$ cat src/rtl/sync_clkdiv.sv
module sync_clkdiv #(
  parameter int DIV = 8
) (
  input  logic       clk,
  input  logic       rst_n,
  input  logic       wr_en,
  input  logic [7:0] wr_data,
  output logic [7:0] rd_data,
  input  logic       sync_in,
  output logic       div_clk,
  output logic       sync_applied
);
  localparam int CW   = (DIV > 2) ? $clog2(DIV) : 1;
  localparam int HALF = DIV / 2;

  logic [2:0]    ctrl;
  logic [2:0]    sync_sr;
  logic [CW-1:0] cnt;
  logic          sync_rise;
  logic          qual;
  logic          unused_hi;

  assign unused_hi = ^wr_data[7:3];
  assign rd_data   = {5'b0, ctrl};
  assign sync_rise = sync_sr[1] & ~sync_sr[2];
  assign qual      = sync_rise & ctrl[0] & ctrl[1];
  assign div_clk   = cnt < CW'(HALF);

  always_ff @(posedge clk or negedge rst_n) begin
    if (!rst_n) sync_sr <= '0;
    else        sync_sr <= {sync_sr[1:0], sync_in};
  end

  always_ff @(posedge clk or negedge rst_n) begin
    if (!rst_n)
      ctrl <= '0;
    else if (wr_en)
      ctrl <= wr_data[2:0];
    else if (qual && ctrl[2])
      ctrl[1] <= 1'b0;
  end

  always_ff @(posedge clk or negedge rst_n) begin
    if (!rst_n)                   cnt <= '0;
    else if (qual)                cnt <= '0;
    else if (cnt == CW'(DIV - 1)) cnt <= '0;
    else                          cnt <= cnt + 1'b1;
  end

  always_ff @(posedge clk or negedge rst_n) begin
    if (!rst_n) sync_applied <= 1'b0;
    else        sync_applied <= qual;
  end

  AST_MASTER_GATE:  assert property (@(posedge clk) disable iff (!rst_n) !rd_data[0] |=> !sync_applied);
  AST_DIV_GATE:     assert property (@(posedge clk) disable iff (!rst_n) !rd_data[1] |=> !sync_applied);
  AST_CONT_KEEP:    assert property (@(posedge clk) disable iff (!rst_n) (qual && !ctrl[2] && !wr_en) |=> rd_data[1]);
  AST_ONESHOT_CLR:  assert property (@(posedge clk) disable iff (!rst_n) (qual && ctrl[2] && !wr_en) |=> !rd_data[1]);
  AST_REALIGN:      assert property (@(posedge clk) disable iff (!rst_n) sync_applied |-> (cnt == '0 && div_clk));
  AST_PULSE_WIDTH:  assert property (@(posedge clk) disable iff (!rst_n) sync_applied |=> !sync_applied);
  AST_WRITE_PRIO:   assert property (@(posedge clk) disable iff (!rst_n) wr_en |=> rd_data == {5'b0, $past(wr_data[2:0])});
endmodule

$ cat config.mk
export PLATFORM = sky130hd
export DESIGN_NAME = sync_clkdiv
export DESIGN_NICKNAME = d
export VERILOG_FILES = /design/src/rtl/sync_clkdiv.sv
export SDC_FILE = /design/constraint.sdc
export NUM_CORES = 1
export LEC_CHECK = 0
export ABC_AREA = 1
export CAP_MARGIN = 10
export CORE_AREA = 2 2 39 41
export DETAILED_ROUTE_END_ITERATION = 12
export DIE_AREA = 0 0 41 43
export DONT_BUFFER_PORTS = 1
export SLEW_MARGIN = 5
export SYNTH_ARGS = -nofsm -noshare
export SYNTH_HDL_FRONTEND = slang
export SYNTH_SLANG_ARGS = --single-unit
$ cat constraint.sdc
create_clock -name clk -period 1.17 [get_ports clk]
set_input_delay 0.0585 -clock clk [delete_from_list [all_inputs] [get_ports clk]]
set_output_delay 0.0585 -clock clk [all_outputs]
set_load 0.03 [all_outputs]
== Yosys cells after proc, flatten, opt, wreduce, memory -nomap -nowiden ==
Cells that the tools add are included.
Cells by class
  reduce and logical (&&, ||, !) cells: 2
  eq/ne operators: 1
  multiplexer cells: 4
  $lt $le $gt $ge: 1
  bitwise gates (word level): 4
  add/sub/neg operators: 1
Operator list (number)
  3-bit 2-to-1 mux: 2
  3-bit by 1-bit adder with 3-bit output, second input constant: 1
  1-bit bitwise AND: 3
  3-bit == test, second input constant: 1
  3-bit less-than comparator, second input constant: 1
  1-bit 2-to-1 mux: 2
  2-bit nonzero test: 1
  1-bit logical AND: 1
  1-bit inverter: 1
Word-level totals
  bits in registers: 10
  output and inout bits: 10

== Logic depth before layout (Yosys ltp) ==
  depth in word-level cells: 7
  depth in mapped cells: 5
  gate-level depth less buffers: 5

== Least setup slack after synthesis ==
OpenSTA, ideal clock, no wires.
  path type: reg2reg
  start point: reg cnt[0]
  end point: reg cnt[0]
  cell stages (with the launch flop): 5
  data required time: 1099 ps
  arrival time: 990 ps
  setup slack: 109 ps
  library setup time: 71 ps
  buffers on the path: 0
  path through: dfrtp_1 -> ha_1 -> ha_1 -> or2_0 -> nor2_1
Between the ends
  longest elaborated chain between the ends: 3
Ends and longest elaborated chain
  from (decl): line 18  | logic [CW-1:0] cnt;
  from (signal assigned): line 47  | else cnt <= cnt + 1'b1;
  3-bit by 1-bit adder with 3-bit output or 3-bit == test (tied branches): line 47, 46
  3-bit 2-to-1 mux *: line 46  | else if (cnt == CW'(DIV - 1)) cnt <= '0;
  3-bit 2-to-1 mux *: line 45  | else if (qual) cnt <= '0;
Mark *: on every way between the ends. The rest lies on a longest branch, timed or not.
A chain may end at the register's enable or synchronous reset.

== Final worst setup path ==
Ends and elaborated chain as after synthesis.

==> reports/qor.json <==
{
  "seq_area_frac_synth": {"value": 59.2, "unit": "%"},
  "cts.sinks": {"value": 10},
  "dpl-instance-area": {"value": 443, "unit": "µm²"},
  "use_met1": {"value": 9.22, "unit": "%"},
  "portBuffers": {"value": 0},
  "grt_util_met2": {"value": 12.2, "unit": "%"},
  "fmax": {"value": 0.898, "unit": "GHz"},
  "wirelength": {"value": 582, "unit": "µm"},
  "initial_standard_cell_utilization_of_the_core": {"value": 30.6, "unit": "%"},
  "final_antenna_diode_count": {"value": 0},
  "powerDensity": {"value": 1800, "unit": "nW/µm²"},
  "grt.met3_usage": {"value": 3.14, "unit": "%"},
  "final_common_cell": {"value": "sky130_fd_sc_hd__dfrtp_1"},
  "report.power.total": {"value": 0.000944, "unit": "W"},
  "cell_area_after_technology_mapping": {"value": 423, "unit": "µm²"},
  "status": {"value": "complete, no violations"},
  "final-hold-violation-count": {"value": 0},
  "worst-endpoint-required": {"value": 1.36, "unit": "ns"},
  "cts.root.buffer_cell": {"value": "sky130_fd_sc_hd__clkbuf_4"},
  "worst_endpoint_data_arrival_time": {"value": 1.30, "unit": "ns"},
  "clock_tree_from_tritoncts": {"value": "yes"},
  "drtIter0Drc": {"value": 0},
  "core_area": {"value": 1380, "unit": "µm²"},
  "via_per_inst": {"value": 4.00},
  "rsz0062_at_grt": {"value": "no"},
  "fillers": {"value": 144},
  "grt_antenna_before_repair": {"value": 0},
  "worstSkewPairLatency": {"value": 0.25, "unit": "ns"},
  "critical_path.max_fanout": {"value": 2},
  "min_delay_path_class": {"value": "in2async"},
  "slowest_delay": {"value": 0.37, "unit": "ns"},
  "finalCritPeriodShare": {"value": 95.2, "unit": "%"},
  "path_depth": {"value": 4},
  "grt_max_degree": {"value": 11},
  "first_global_vias": {"value": 245},
  "crit_slowest_cell": {"value": "sky130_fd_sc_hd__dfrtp_1"},
  "report.final.setup_viol": {"value": 0},
  "busiest_layer": {"value": "met2"},
  "cp_cell_sequence": {"value": "ha_1 -> ha_1 -> or2_0 -> nor2_1"},
  "post-route-worst-setup-slack": {"value": 0.0566, "unit": "ns"},
  "die_h": {"value": 43, "unit": "µm"},
  "cp-start-kind": {"value": "register"},
  "final_area": {"value": 526, "unit": "µm²"},
  "final_core_utilization": {"value": 38.0, "unit": "%"},
  "num_io_pins": {"value": 22},
  "tritoncts.num_buffers": {"value": 3},
  "drive_above_1_share": {"value": 18.4, "unit": "%"},
  "nets": {"value": 65},
  "max_cap_violations": {"value": 0},
  "postSynthCellCount": {"value": 38},
  "first_pass_grt_wire_length": {"value": 959, "unit": "µm"},
  "power.static_leakage": {"value": 0.273, "unit": "nW"},
  "synth.lib_cells_used.distinct": {"value": 11},
  "layout.cells.most_common_list": {"value": "sky130_fd_sc_hd__dfrtp_1, sky130_fd_sc_hd__inv_1, sky130_fd_sc_hd__dlygate4sd3_1"},
  "post_cts.repair.setup_buffers": {"value": 0},
  "worst_ir_drop_vdd": {"value": 0.702, "unit": "mV"},
  "clock_tree.htree_level_count": {"value": 1},
  "postSynthRegisterBits": {"value": 10},
  "ant_nets": {"value": 0},
  "finalClockSkew": {"value": 0.00109, "unit": "ns"},
  "timing.final.max_slew_violations": {"value": 0},
  "cts-root-to-sink-buffers": {"value": 2},
  "drcViolationCount": {"value": 0},
  "cell_mode_on_critical_path": {"value": "sky130_fd_sc_hd__ha_1"},
  "crit_path_end_kind": {"value": "register"},
  "post-place-ws": {"value": 0.0502, "unit": "ns"},
  "timing.setup.critical_path_class": {"value": "reg2reg"},
  "critical_path.n_buffers_inverters": {"value": 0},
  "route.vias.total": {"value": 260},
  "drt-pass1-iter-count": {"value": 1},
  "routed_wire_length_per_instance": {"value": 8.95, "unit": "µm"},
  "multiInputGateArea": {"value": 128, "unit": "µm²"},
  "clkSlewWorstSetupHoldPaths": {"value": 0.06, "unit": "ns"},
  "synth.avg_cell_area": {"value": 11.1, "unit": "µm²"},
  "final.min_clock_period": {"value": 1.11, "unit": "ns"},
  "syn_to_final_growth": {"value": 24.3, "unit": "%"},
  "gp_congestion": {"value": 0.639},
  "worst_path_dominant_cell_family": {"value": "flip-flops"},
  "placementRows": {"value": 14},
  "floorplan_die_width": {"value": 41, "unit": "µm"},
  "ys_warn_count": {"value": 0},
  "grt_util_all_layers": {"value": 8.28, "unit": "%"},
  "regArea": {"value": 250, "unit": "µm²"},
  "timing.reg2reg.worst_path_depth": {"value": 4},
  "total_grt_overflow": {"value": 0},
  "die_area": {"value": 1760, "unit": "µm²"},
  "fin_setup_tns": {"value": 0, "unit": "ns"}
}
cells in the mapped netlist:
master,number,share of area (%)
sky130_fd_sc_hd__nand2_1,4,3.5
sky130_fd_sc_hd__ha_1,2,5.9
sky130_fd_sc_hd__nor3_4,1,3.8
sky130_fd_sc_hd__dfrtp_1,10,59
sky130_fd_sc_hd__inv_1,6,5.3
sky130_fd_sc_hd__buf_4,5,8.9
sky130_fd_sc_hd__or2_0,1,1.5
sky130_fd_sc_hd__nand3_1,1,1.2
sky130_fd_sc_hd__mux2_2,2,5.3
sky130_fd_sc_hd__conb_1,1,0.89
sky130_fd_sc_hd__nor2_1,5,4.4
kinds of logic after synthesis:
family	Yosys count	share of synthesized area, %
and+or+nand+nor	12	14.5
other	1	0.887
adders and majority gates	2	5.92
DFF	10	59.2
muxes	2	5.33
buffers and inverters	11	14.2
path summary, 6_finish.rpt:
kind,startpoint,to,slack [ns]
min,rst_n,ctrl[0]$_DFFE_PN0P_,0.18
min in group clk,sync_sr[0]$_DFF_PN0_,sync_sr[1]$_DFF_PN0_,0.35
max reg2reg,cnt[0]$_DFF_PN0_,cnt[0]$_DFF_PN0_,0.06
min reg2reg,sync_sr[0]$_DFF_PN0_,sync_sr[1]$_DFF_PN0_,0.35
max,cnt[0]$_DFF_PN0_,cnt[0]$_DFF_PN0_,0.06
max in group asynchronous,rst_n,cnt[2]$_DFF_PN0_,0.70
cell type report:
class                      count  area share [%]
multi-input combinational     21            24.3
inverter                       6            4.29
sequential                    10            47.6
timing repair buffer           9            15.7
tap                           16            3.81
clock buffer                   3            4.29
metal layers:
metal	part of all wire, %	up-vias
met5	0	-
met4	3.6	0
met3	8.4	2
met2	48	13
met1	40	115
li1	-	130
where the power goes:
group,leakage [nW],internal (W),switching (W)
clock network,0.0138,0.000118,0.0000986
registers,0.120,0.000419,0.0000354
logic,0.140,0.000103,0.000169
total,0.273,0.000640,0.000303
metrics by stage:
stage               hold slack, ns  instances
detailed placement          -0.237         56
global placement            -0.237         56
global route                 0.221         65
finish                       0.176         65
floorplan                   -0.237         42
CTS                          0.193         65
worst reg2reg max path, cell delays in order (launching register included):
cell                      delay, ns
sky130_fd_sc_hd__dfrtp_1       0.37
sky130_fd_sc_hd__ha_1          0.20
sky130_fd_sc_hd__ha_1          0.17
sky130_fd_sc_hd__or2_0         0.22
sky130_fd_sc_hd__nor2_1        0.09
state kept, by name, summed over array words and instances (netlist names):
signal / flops
sync_applied: 1
sync_sr: 3
ctrl: 3
cnt: 3
repair_timing:
item                      4_1_cts  5_1_grt
hold endpoints to repair       14        0
gates resized for setup         0        0
hold buffers                    6        0
(Power assumes the default switching activity.)
